==> src/rtl/spidisp_pkg.sv <==
package spidisp_pkg;

   localparam int ADDR_W  = 8;
   localparam int DATA_W  = 16;
   localparam int FRAME_W = 32;
   localparam int NB_W    = $clog2(FRAME_W + 1);

   typedef enum logic [1:0] {
      OP_WRITE  = 2'b00,
      OP_READ   = 2'b01,
      OP_STATUS = 2'b10,
      OP_STAT2  = 2'b11
   } reg_op_e;

   typedef enum logic [1:0] {
      ST_IDLE,
      ST_LOAD,
      ST_SHIFT,
      ST_GAP
   } eng_state_e;

   // command byte: fixed prefix, identifier, register select, direction (LSB)
   function automatic logic [7:0] cmd_byte(input logic id, input logic sel, input logic dir);
      return {5'b01110, id, sel, dir};
   endfunction

   function automatic logic is_status(input logic [1:0] op);
      return op[1];
   endfunction

endpackage

==> src/rtl/spidisp_half_tick.sv <==
module spidisp_half_tick #(
   parameter int DIV_W    = 8,
   parameter int MIN_HALF = 7
) (
   input  logic             clk,
   input  logic             rst_n,
   input  logic             run,
   input  logic [DIV_W-1:0] half_cfg,
   output logic             tick
);

   logic [DIV_W-1:0] eff_half;
   logic [DIV_W-1:0] cnt;

   generate
      if (MIN_HALF > 1) begin : g_clamp
         assign eff_half = (half_cfg < DIV_W'(MIN_HALF)) ? DIV_W'(MIN_HALF) : half_cfg;
      end else begin : g_floor
         assign eff_half = (half_cfg == '0) ? DIV_W'(1) : half_cfg;
      end
   endgenerate

   assign tick = run && (cnt == eff_half - DIV_W'(1));

   always_ff @(posedge clk) begin
      if (!rst_n)     cnt <= '0;
      else if (!run)  cnt <= '0;
      else if (tick)  cnt <= '0;
      else            cnt <= cnt + DIV_W'(1);
   end

endmodule

==> src/rtl/spidisp_frame_builder.sv <==
module spidisp_frame_builder
   import spidisp_pkg::*;
(
   input  logic              data_phase,
   input  logic [1:0]        op,
   input  logic [ADDR_W-1:0] addr,
   input  logic [DATA_W-1:0] wdata,
   input  logic              id,
   input  logic              invert,
   output logic [FRAME_W-1:0] word,
   output logic [NB_W-1:0]    nbits
);

   logic [FRAME_W-1:0] raw;

   always_comb begin
      if (!data_phase) begin
         if (is_status(op)) begin
            raw   = {cmd_byte(id, 1'b0, 1'b1), 24'h000000};
            nbits = NB_W'(32);
         end else begin
            raw   = {cmd_byte(id, 1'b0, 1'b0), 8'h00, addr, 8'h00};
            nbits = NB_W'(24);
         end
      end else if (op == OP_WRITE) begin
         raw   = {cmd_byte(id, 1'b1, 1'b0), wdata, 8'h00};
         nbits = NB_W'(24);
      end else begin
         raw   = {cmd_byte(id, 1'b1, 1'b1), 16'h0000, 8'h00};
         nbits = NB_W'(24);
      end
   end

   assign word = raw ^ {FRAME_W{invert}};

endmodule

==> src/rtl/spidisp_frame_shifter.sv <==
module spidisp_frame_shifter
   import spidisp_pkg::*;
#(
   parameter int RX_W = DATA_W
) (
   input  logic               clk,
   input  logic               rst_n,
   input  logic               load,
   input  logic [FRAME_W-1:0] tx_word,
   input  logic [NB_W-1:0]    n_bits,
   input  logic               tick,
   input  logic               miso,
   output logic               sck,
   output logic               cs_n,
   output logic               mosi,
   output logic               frame_end,
   output logic [RX_W-1:0]    rx_word
);

   logic [FRAME_W-1:0] tx_sr;
   logic [NB_W-1:0]    left;

   assign mosi      = !cs_n && tx_sr[FRAME_W-1];
   assign frame_end = !cs_n && tick && sck && (left == NB_W'(1));

   always_ff @(posedge clk) begin
      if (!rst_n) begin
         sck     <= 1'b0;
         cs_n    <= 1'b1;
         tx_sr   <= '0;
         rx_word <= '0;
         left    <= '0;
      end else if (load) begin
         cs_n  <= 1'b0;
         sck   <= 1'b0;
         tx_sr <= tx_word;
         left  <= n_bits;
      end else if (!cs_n && tick) begin
         if (!sck) begin
            sck     <= 1'b1;
            rx_word <= {rx_word[RX_W-2:0], miso};
         end else begin
            sck   <= 1'b0;
            tx_sr <= {tx_sr[FRAME_W-2:0], 1'b0};
            if (left == NB_W'(1)) cs_n <= 1'b1;
            else                  left <= left - NB_W'(1);
         end
      end
   end

endmodule

==> src/rtl/spidisp_reg_engine.sv <==
module spidisp_reg_engine
   import spidisp_pkg::*;
#(
   parameter int SYS_CLK_HZ = 50_000_000,
   parameter int MAX_SCK_HZ = 4_000_000,
   parameter int DIV_W      = 8
) (
   input  logic              clk,
   input  logic              rst_n,
   input  logic              req_valid,
   output logic              req_ready,
   input  logic [1:0]        req_op,
   input  logic [ADDR_W-1:0] req_addr,
   input  logic [DATA_W-1:0] req_wdata,
   input  logic              cfg_id,
   input  logic              cfg_invert,
   input  logic [DIV_W-1:0]  cfg_half_div,
   output logic              rsp_done,
   output logic [DATA_W-1:0] rsp_rdata,
   output logic              spi_sck,
   output logic              spi_cs_n,
   output logic              spi_mosi,
   input  logic              spi_miso
);

   localparam int MIN_HALF = (SYS_CLK_HZ + 2 * MAX_SCK_HZ - 1) / (2 * MAX_SCK_HZ);

   generate
      if (MAX_SCK_HZ <= 0 || SYS_CLK_HZ <= 0) begin : g_bad_rate
         $error("clock rates must be positive");
      end
      if (DIV_W < 2 || MIN_HALF >= (1 << DIV_W)) begin : g_bad_div
         $error("DIV_W too narrow for the minimum half period");
      end
   endgenerate

   eng_state_e         state;
   logic               data_phase;
   logic               gap_second;
   logic [1:0]         op_q;
   logic [ADDR_W-1:0]  addr_q;
   logic [DATA_W-1:0]  wdata_q;
   logic               id_q;
   logic               inv_q;
   logic [DIV_W-1:0]   half_q;
   logic               done_q;
   logic [DATA_W-1:0]  rdata_q;

   logic               tick;
   logic               frame_end;
   logic [FRAME_W-1:0] fr_word;
   logic [NB_W-1:0]    fr_bits;
   logic [DATA_W-1:0]  rx_word;
   logic               run;
   logic               two_frames;

   assign run        = (state == ST_SHIFT) || (state == ST_GAP);
   assign two_frames = !is_status(op_q);

   spidisp_half_tick #(.DIV_W(DIV_W), .MIN_HALF(MIN_HALF)) u_tick (
      .clk      (clk),
      .rst_n    (rst_n),
      .run      (run),
      .half_cfg (half_q),
      .tick     (tick)
   );

   spidisp_frame_builder u_build (
      .data_phase (data_phase),
      .op         (op_q),
      .addr       (addr_q),
      .wdata      (wdata_q),
      .id         (id_q),
      .invert     (inv_q),
      .word       (fr_word),
      .nbits      (fr_bits)
   );

   spidisp_frame_shifter #(.RX_W(DATA_W)) u_shift (
      .clk       (clk),
      .rst_n     (rst_n),
      .load      (state == ST_LOAD),
      .tx_word   (fr_word),
      .n_bits    (fr_bits),
      .tick      (tick),
      .miso      (spi_miso),
      .sck       (spi_sck),
      .cs_n      (spi_cs_n),
      .mosi      (spi_mosi),
      .frame_end (frame_end),
      .rx_word   (rx_word)
   );

   always_ff @(posedge clk) begin
      if (!rst_n) begin
         state      <= ST_IDLE;
         data_phase <= 1'b0;
         gap_second <= 1'b0;
         op_q       <= OP_WRITE;
         addr_q     <= '0;
         wdata_q    <= '0;
         id_q       <= 1'b1;
         inv_q      <= 1'b0;
         half_q     <= '0;
         done_q     <= 1'b0;
         rdata_q    <= '0;
      end else begin
         done_q <= 1'b0;
         unique case (state)
            ST_IDLE: if (req_valid) begin
               op_q       <= req_op;
               addr_q     <= req_addr;
               wdata_q    <= req_wdata;
               id_q       <= cfg_id;
               inv_q      <= cfg_invert;
               half_q     <= cfg_half_div;
               data_phase <= 1'b0;
               state      <= ST_LOAD;
            end
            ST_LOAD: state <= ST_SHIFT;
            ST_SHIFT: if (frame_end) begin
               // result bytes are the last two received in a read or status frame
               if (is_status(op_q) || (data_phase && op_q == OP_READ))
                  rdata_q <= rx_word;
               gap_second <= 1'b0;
               state      <= ST_GAP;
            end
            ST_GAP: if (tick) begin
               if (!gap_second) begin
                  gap_second <= 1'b1;
               end else if (two_frames && !data_phase) begin
                  data_phase <= 1'b1;
                  state      <= ST_LOAD;
               end else begin
                  done_q <= 1'b1;
                  state  <= ST_IDLE;
               end
            end
            default: state <= ST_IDLE;
         endcase
      end
   end

   assign req_ready = (state == ST_IDLE);
   assign rsp_done  = done_q;
   assign rsp_rdata = rdata_q;

endmodule

==> config.mk <==
export PLATFORM = sky130hd
export DESIGN_NAME = spidisp_reg_engine
export DESIGN_NICKNAME = d
export VERILOG_FILES = /design/src/rtl/spidisp_pkg.sv /design/src/rtl/spidisp_half_tick.sv /design/src/rtl/spidisp_frame_builder.sv /design/src/rtl/spidisp_frame_shifter.sv /design/src/rtl/spidisp_reg_engine.sv
export SDC_FILE = /design/constraint.sdc
export NUM_CORES = 1
export LEC_CHECK = 0
export BUFFER_PORTS_ARGS = -buffer_cell sky130_fd_sc_hd__buf_4
export CAP_MARGIN = 25
export CORE_UTILIZATION = 60
export CTS_BUF_LIST = sky130_fd_sc_hd__clkbuf_2 sky130_fd_sc_hd__clkbuf_4 sky130_fd_sc_hd__clkbuf_8
export DETAILED_ROUTE_END_ITERATION = 12
export PLACE_DENSITY = 0.88
export SKIP_CTS_REPAIR_TIMING = 1
export SLEW_MARGIN = 20
export SYNTH_ARGS = -nofsm -noshare
export SYNTH_HDL_FRONTEND = slang
export SYNTH_SLANG_ARGS = --single-unit
==> constraint.sdc <==
create_clock -name clk -period 4.6 [get_ports clk]
set_input_delay 0.23 -clock clk [delete_from_list [all_inputs] [get_ports clk]]
set_output_delay 0.23 -clock clk [all_outputs]
set_load 0.05 [all_outputs]
After elaboration in Yosys (flattened, before gate mapping)
Index checks and enable logic that the tools add are counted.
{"block": "word_totals", "register_bits": 121}
{"block": "classes", "addsub": 3, "magnitude_cmp": 1, "eq_ne": 12, "mux": 33, "bitwise": 5, "reduce_logical": 31}
{"cell": "$mux 32", "count": 3}
{"cell": "$mux 25", "count": 2}
{"cell": "$mux 6", "count": 6}
{"cell": "$xor 31x32->32", "count": 1}
{"cell": "$mux 26", "count": 1}
{"cell": "$reduce_and 3->1", "count": 5}
{"cell": "$mux 1", "count": 13}
{"cell": "$reduce_bool 2->1", "count": 5}
{"cell": "$add 8x1->8 const B", "count": 1}
{"cell": "$eq 8x8->1", "count": 1}
{"cell": "$lt 8x3->1 const B", "count": 1}
{"cell": "$mux 2", "count": 4}
{"cell": "$mux 8", "count": 1}
{"cell": "$pmux 2 s4", "count": 1}
{"cell": "$reduce_and 4->1", "count": 2}
{"cell": "$sub 8x1->8 const B", "count": 1}
{"cell": "$logic_and 1x1->1", "count": 7}
{"cell": "$eq 6x1->1 const B", "count": 1}
{"cell": "$ne 2x1->1 const B", "count": 3}
{"cell": "$ne 2x2->1 const B", "count": 3}
{"cell": "$sub 6x1->6 const B", "count": 1}
{"cell": "$reduce_and 5->1", "count": 1}
{"cell": "$eq 2x1->1 const B", "count": 2}
{"cell": "$eq 2x2->1 const B", "count": 2}
{"cell": "other kinds (8)", "count": 17}

Logic depth before layout (Yosys ltp)
{"block": "logic_depth", "word_depth": 10, "mapped_depth": 13}

Hierarchy
A second synthesis with hierarchy kept.
{"block": "unflattened", "cells_unflattened": 690, "hier_area_um2": 5726.7}
{"module": "spidisp_frame_shifter", "n_inst": 1, "cells_per_inst": 311, "area_each_um2": 2462.4, "seq_area_each_um2": 1121.1}
{"module": "spidisp_reg_engine", "n_inst": 1, "cells_per_inst": 248, "area_each_um2": 2174.6, "seq_area_each_um2": 1141.1}
{"module": "spidisp_half_tick", "n_inst": 1, "cells_per_inst": 68, "area_each_um2": 626.9, "seq_area_each_um2": 160.2}
{"module": "spidisp_frame_builder", "n_inst": 1, "cells_per_inst": 63, "area_each_um2": 462.9, "seq_area_each_um2": 0.0}

Least setup slack after synthesis
OpenSTA, ideal clock, no wires.
{"block": "synth_timing", "path_type": "register -> register", "from": "register half_q[6]", "to": "register u_shift.rx_word[10]", "setup_ns": 0.132, "arrival_time_ns": 3.246, "t_required_ns": 4.468, "path_slack_ns": 1.221, "stages_incl_launch_ff": 14, "path_buffers": 3, "period_less_slack_ns": 3.379, "path_cell_list": "dfxtp_1 > clkbuf_1 > nor2_1 > a21oi_1 > ha_1 > nor3b_1 > mux2_2 > o22a_1 > o221a_2 > or4_1 > buf_2 > buf_6 > o21ai_1 > a21oi_1"}
{"block": "synth_via", "elab_chain_cells": 7}
{"element": "start, declared", "line_no": "spidisp_reg_engine.sv:45", "rtl": "logic [DIV_W-1:0] half_q;"}
{"element": "start signal, assigned", "line_no": "spidisp_reg_engine.sv:116", "rtl": "half_q <= cfg_half_div;"}
{"element": "$lt 8x3->1", "line_no": "spidisp_half_tick.sv:17", "rtl": "assign eff_half = (half_cfg < DIV_W'(MIN_HALF)) ? DIV_W'(MIN_HALF) : half_cfg;"}
{"element": "$mux 8 (*)", "line_no": "spidisp_half_tick.sv:17"}
{"element": "$sub 8x1->8 (*)", "line_no": "spidisp_half_tick.sv:23", "rtl": "assign tick = run && (cnt == eff_half - DIV_W'(1));"}
{"element": "$eq 8x8->1 (*)", "line_no": "spidisp_half_tick.sv:23"}
{"element": "$logic_and 1x1->1 (*)", "line_no": "spidisp_half_tick.sv:23"}
{"element": "$logic_and 1x1->1 (*)", "line_no": "spidisp_frame_shifter.sv:38", "rtl": "end else if (!cs_n && tick) begin"}
{"element": "$reduce_and 3->1 (no line) (*)"}
{"element": "end signal, assigned", "line_no": "spidisp_frame_shifter.sv:41", "rtl": "rx_word <= {rx_word[RX_W-2:0], miso};"}
{"element": "end, declared", "line_no": "spidisp_frame_shifter.sv:17", "rtl": "output logic [RX_W-1:0] rx_word"}
Every way passes the cells marked *; elsewhere a longest branch is shown, timed or not.
A chain may end at the register's enable or synchronous reset.

Final worst setup path
{"block": "layout_timing", "from": "register half_q[6]", "to": "register u_shift.rx_word[3]"}
The elaborated chain is that of the path after synthesis.

==> impl_metrics.tcl <==
set metrics [dict create \
    status "finished with violations" \
    yosysTopAreaCell "dfxtp_1" \
    violations "DRC" \
    crit_required_ns 4.95 \
    fmax_ghz 0.264 \
    max-slew-margin-rel 0.350 \
    synth_nets 727 \
    area.growth.synth_to_final_pct 15.0 \
    io_buffers 60 \
    dr_total_vias 4952 \
    netlist_area_um2 5580 \
    setup-tns-final_ns 0 \
    rows 34 \
    grt_max_degree 53 \
    ioPinCount 61 \
    holdCritStartpoint "cfg_id" \
    p_seq_frac 0.422 \
    wl_per_cell_um 15.0 \
    grtUsageTotal 0.268 \
    cts_buffer_depth 2 \
    coreArea_um2 8850 \
    antenna_cells 0 \
    utilization 0.725 \
    finalCriticalPeriod_ns 3.79 \
    hold_slack_ns 0.0401 \
    crit_path_end_kind "register" \
    vdd_drop_max_v 0.000263 \
    clock_latency_ns 0.43 \
    cp_max_fo 18 \
    drv_slew 0 \
    initial_core_util 0.631 \
    drtIter0Drc 395 \
    tritoncts "done" \
    seq_area_frac_synth 0.434 \
    ys_top_cells_by_area "dfxtp_1 (43%), a21oi_1 (10%), nand2_1 (7.7%), mux2i_1 (5.6%), xor2_1 (4.1%)" \
    regToRegSetupSlack_ns 0.81 \
    ys_types 55 \
    viasPerCell 5.92 \
    grt_pass1_vias 4762 \
    hold_viol_final 0 \
    worstMarginPinSlew_ns 0.965 \
    internal_power_uw 2140 \
    cts-root-buf "clkbuf_8" \
    drv_cap 0 \
    p_switching_uw 1170 \
    p_leak_uw 0.00268 \
    synth_seq_cells 121 \
    setup_viol_count_final 0 \
    ant_nets 0 \
    drive_gt1_frac 0.156 \
    antenna_found_initial 0 \
    synth_top_area_frac 0.434 \
    power.density_nw_per_um2 516 \
    avgSynthCellArea_um2 8.22 \
    post-route-drc-count 1 \
    synth_ff_type "dfxtp_1" \
    cts_made_buffers 17 \
    r2r-start "half_q[6]$_SDFFE_PN0P_" \
    die_w_um 98.4 \
    holdPathEnd "id_q$_SDFFE_PN1P_" \
    grt_overflow 0 \
    holdPathStages 3 \
    cts_sinks 121 \
    swShare 0.353 \
    combPwrFrac 0.294 \
    r2r-end "u_shift.rx_word[3]$_SDFFE_PN0P_" \
    path_clk_slew_ns 0.07 \
    dp_hpwl_um 8320 \
    netlist_instances 679 \
    gp_congestion 0.823 \
    hold_path_class "input pin to register" \
    drtPass1Iterations 11 \
    synth_warnings 0 \
    wirelength_um 12500 \
    die_h_um 98.4 \
    rsz0062_at_grt "no" \
    die_area_um2 9690 \
    async_flop_share 0 \
    grt_pass1_wl_um 21100 \
    fin_total_pwr_uw 3310 \
    start_kind "register" \
    htree_levels 4 \
    final_nets 765 \
    clock-skew-final_ns 0.00650 \
    p_clk_frac 0.283 \
    period_share 0.824 \
    cp.arrival_ns 4.14 \
    r2r_cells 10 \
    synth_edf_count 0 \
    critical_path_class "register to register" \
]
[worst max-delay path by stage]
stage | from | to | depth (start not counted)
finish | half_q[6]$_SDFFE_PN0P_ | u_shift.rx_word[3]$_SDFFE_PN0P_ | 10
global route | half_q[3]$_SDFFE_PN0P_ | rsp_rdata[12]$_SDFFE_PN0P_ | 10
CTS | half_q[6]$_SDFFE_PN0P_ | u_shift.rx_word[3]$_SDFFE_PN0P_ | 10
detailed placement | half_q[6]$_SDFFE_PN0P_ | u_shift.rx_word[0]$_SDFFE_PN0P_ | 10
global placement | half_q[6]$_SDFFE_PN0P_ | u_shift.rx_word[0]$_SDFFE_PN0P_ | 10
floorplan | half_q[6]$_SDFFE_PN0P_ | u_shift.rx_word[10]$_SDFFE_PN0P_ | 13
[layout make-up]
type | count | area, um2
clock inverter | 8 | 95.1
tap | 108 | 135
clock buffer | 23 | 298
inverter | 14 | 52.6
timing repair buffer | 66 | 495
fill | 682 | 2430
sequential | 121 | 2420
multi-input combinational | 497 | 2920
[per-layer routing]
layer / track usage / vias to the layer above / part of all wire / wire length [um]
met3: 0.0624 / 33 / 0.052 / 645
li1: - / 2443 / - / -
met4: 0.116 / 0 / 0.022 / 273
met1: 0.325 / 2309 / 0.44 / 5450
met2: 0.458 / 167 / 0.49 / 6150
met5: 0 / - / 0 / 0
[cells by family (layout without fill, tap and decap cells)]
kind of cell | after synthesis | in the layout | synth area share
DFF | 121 | 121 | 0.434
adders and majority gates | 8 | 8 | 0.0179
muxes | 32 | 32 | 0.0576
xor gates and xnor gates | 33 | 33 | 0.0518
AOI/OAI and AO/OA | 189 | 189 | 0.194
buffers and inverters | 61 | 111 | 0.0440
and+or+nand+nor | 235 | 235 | 0.200
[flip-flops by register name, summed over array words and instances, names as in the netlist, 6 cells and up]
signal and cells:
u_tick.cnt 8, wdata_q 16, half_q 8, u_shift.rx_word 16, u_shift.left 6, u_shift.tx_sr 32
rsp_rdata 16, addr_q 8
[critical path: stages, from the launching register on]
cell	delay [ns]
dfxtp_1	0.54
nor2_1	0.20
a21oi_1	0.23
ha_1	0.22
nor3b_1	0.43
mux2_2	0.41
o22a_1	0.20
o221a_2	0.32
nor4_4	0.78
nand3_1	0.18
a21oi_1	0.20
[cell usage in the layout (no fill, tap or decap), drive strengths merged, types with 14 or more instances in the layout]
| cell type | netlist | layout |
|---|---|---|
| buf | 17 | 66 |
| inv | 13 | 14 |
| clkbuf | 30 | 23 |
| nand3 | 42 | 42 |
| xor2 | 26 | 26 |
| dfxtp | 121 | 121 |
| a21oi | 114 | 114 |
| o21ai | 34 | 34 |
| nor2 | 24 | 24 |
| nor2b | 14 | 14 |
| nand2 | 114 | 114 |
| mux2i | 31 | 31 |
[stage by stage]
step                      cell area (um2)  worst slack, ns  cells
after global placement               6010             1.10    805
after floorplan                      5580             1.22    679
final                                6410            0.809    837
after detailed placement             6010            0.930    805
after global routing                 6410            0.578    837
after CTS                            6400            0.906    836
[synth_stat cells, drive strengths merged (8+ instances only)]
| cell | count |
|---|---|
| ha | 8 |
| nor2 | 24 |
| o21ai | 34 |
| buf | 17 |
| a21boi | 9 |
| xor2 | 26 |
| mux2i | 31 |
| nand2 | 114 |
| a21oi | 114 |
| inv | 13 |
| nor2b | 14 |
| clkbuf | 30 |
| dfxtp | 121 |
| nand3 | 42 |
[power groups by stage]
stage | Sequential (uW) | Combinational, uW | Clock (uW)
finish | 1400 | 974 | 938
global route | 1420 | 1080 | 989
CTS | 1390 | 957 | 946
detailed placement | 1420 | 943 | 0
global placement | 1400 | 892 | 0
floorplan | 1370 | 767 | 0
(Power assumes the default switching activity.)
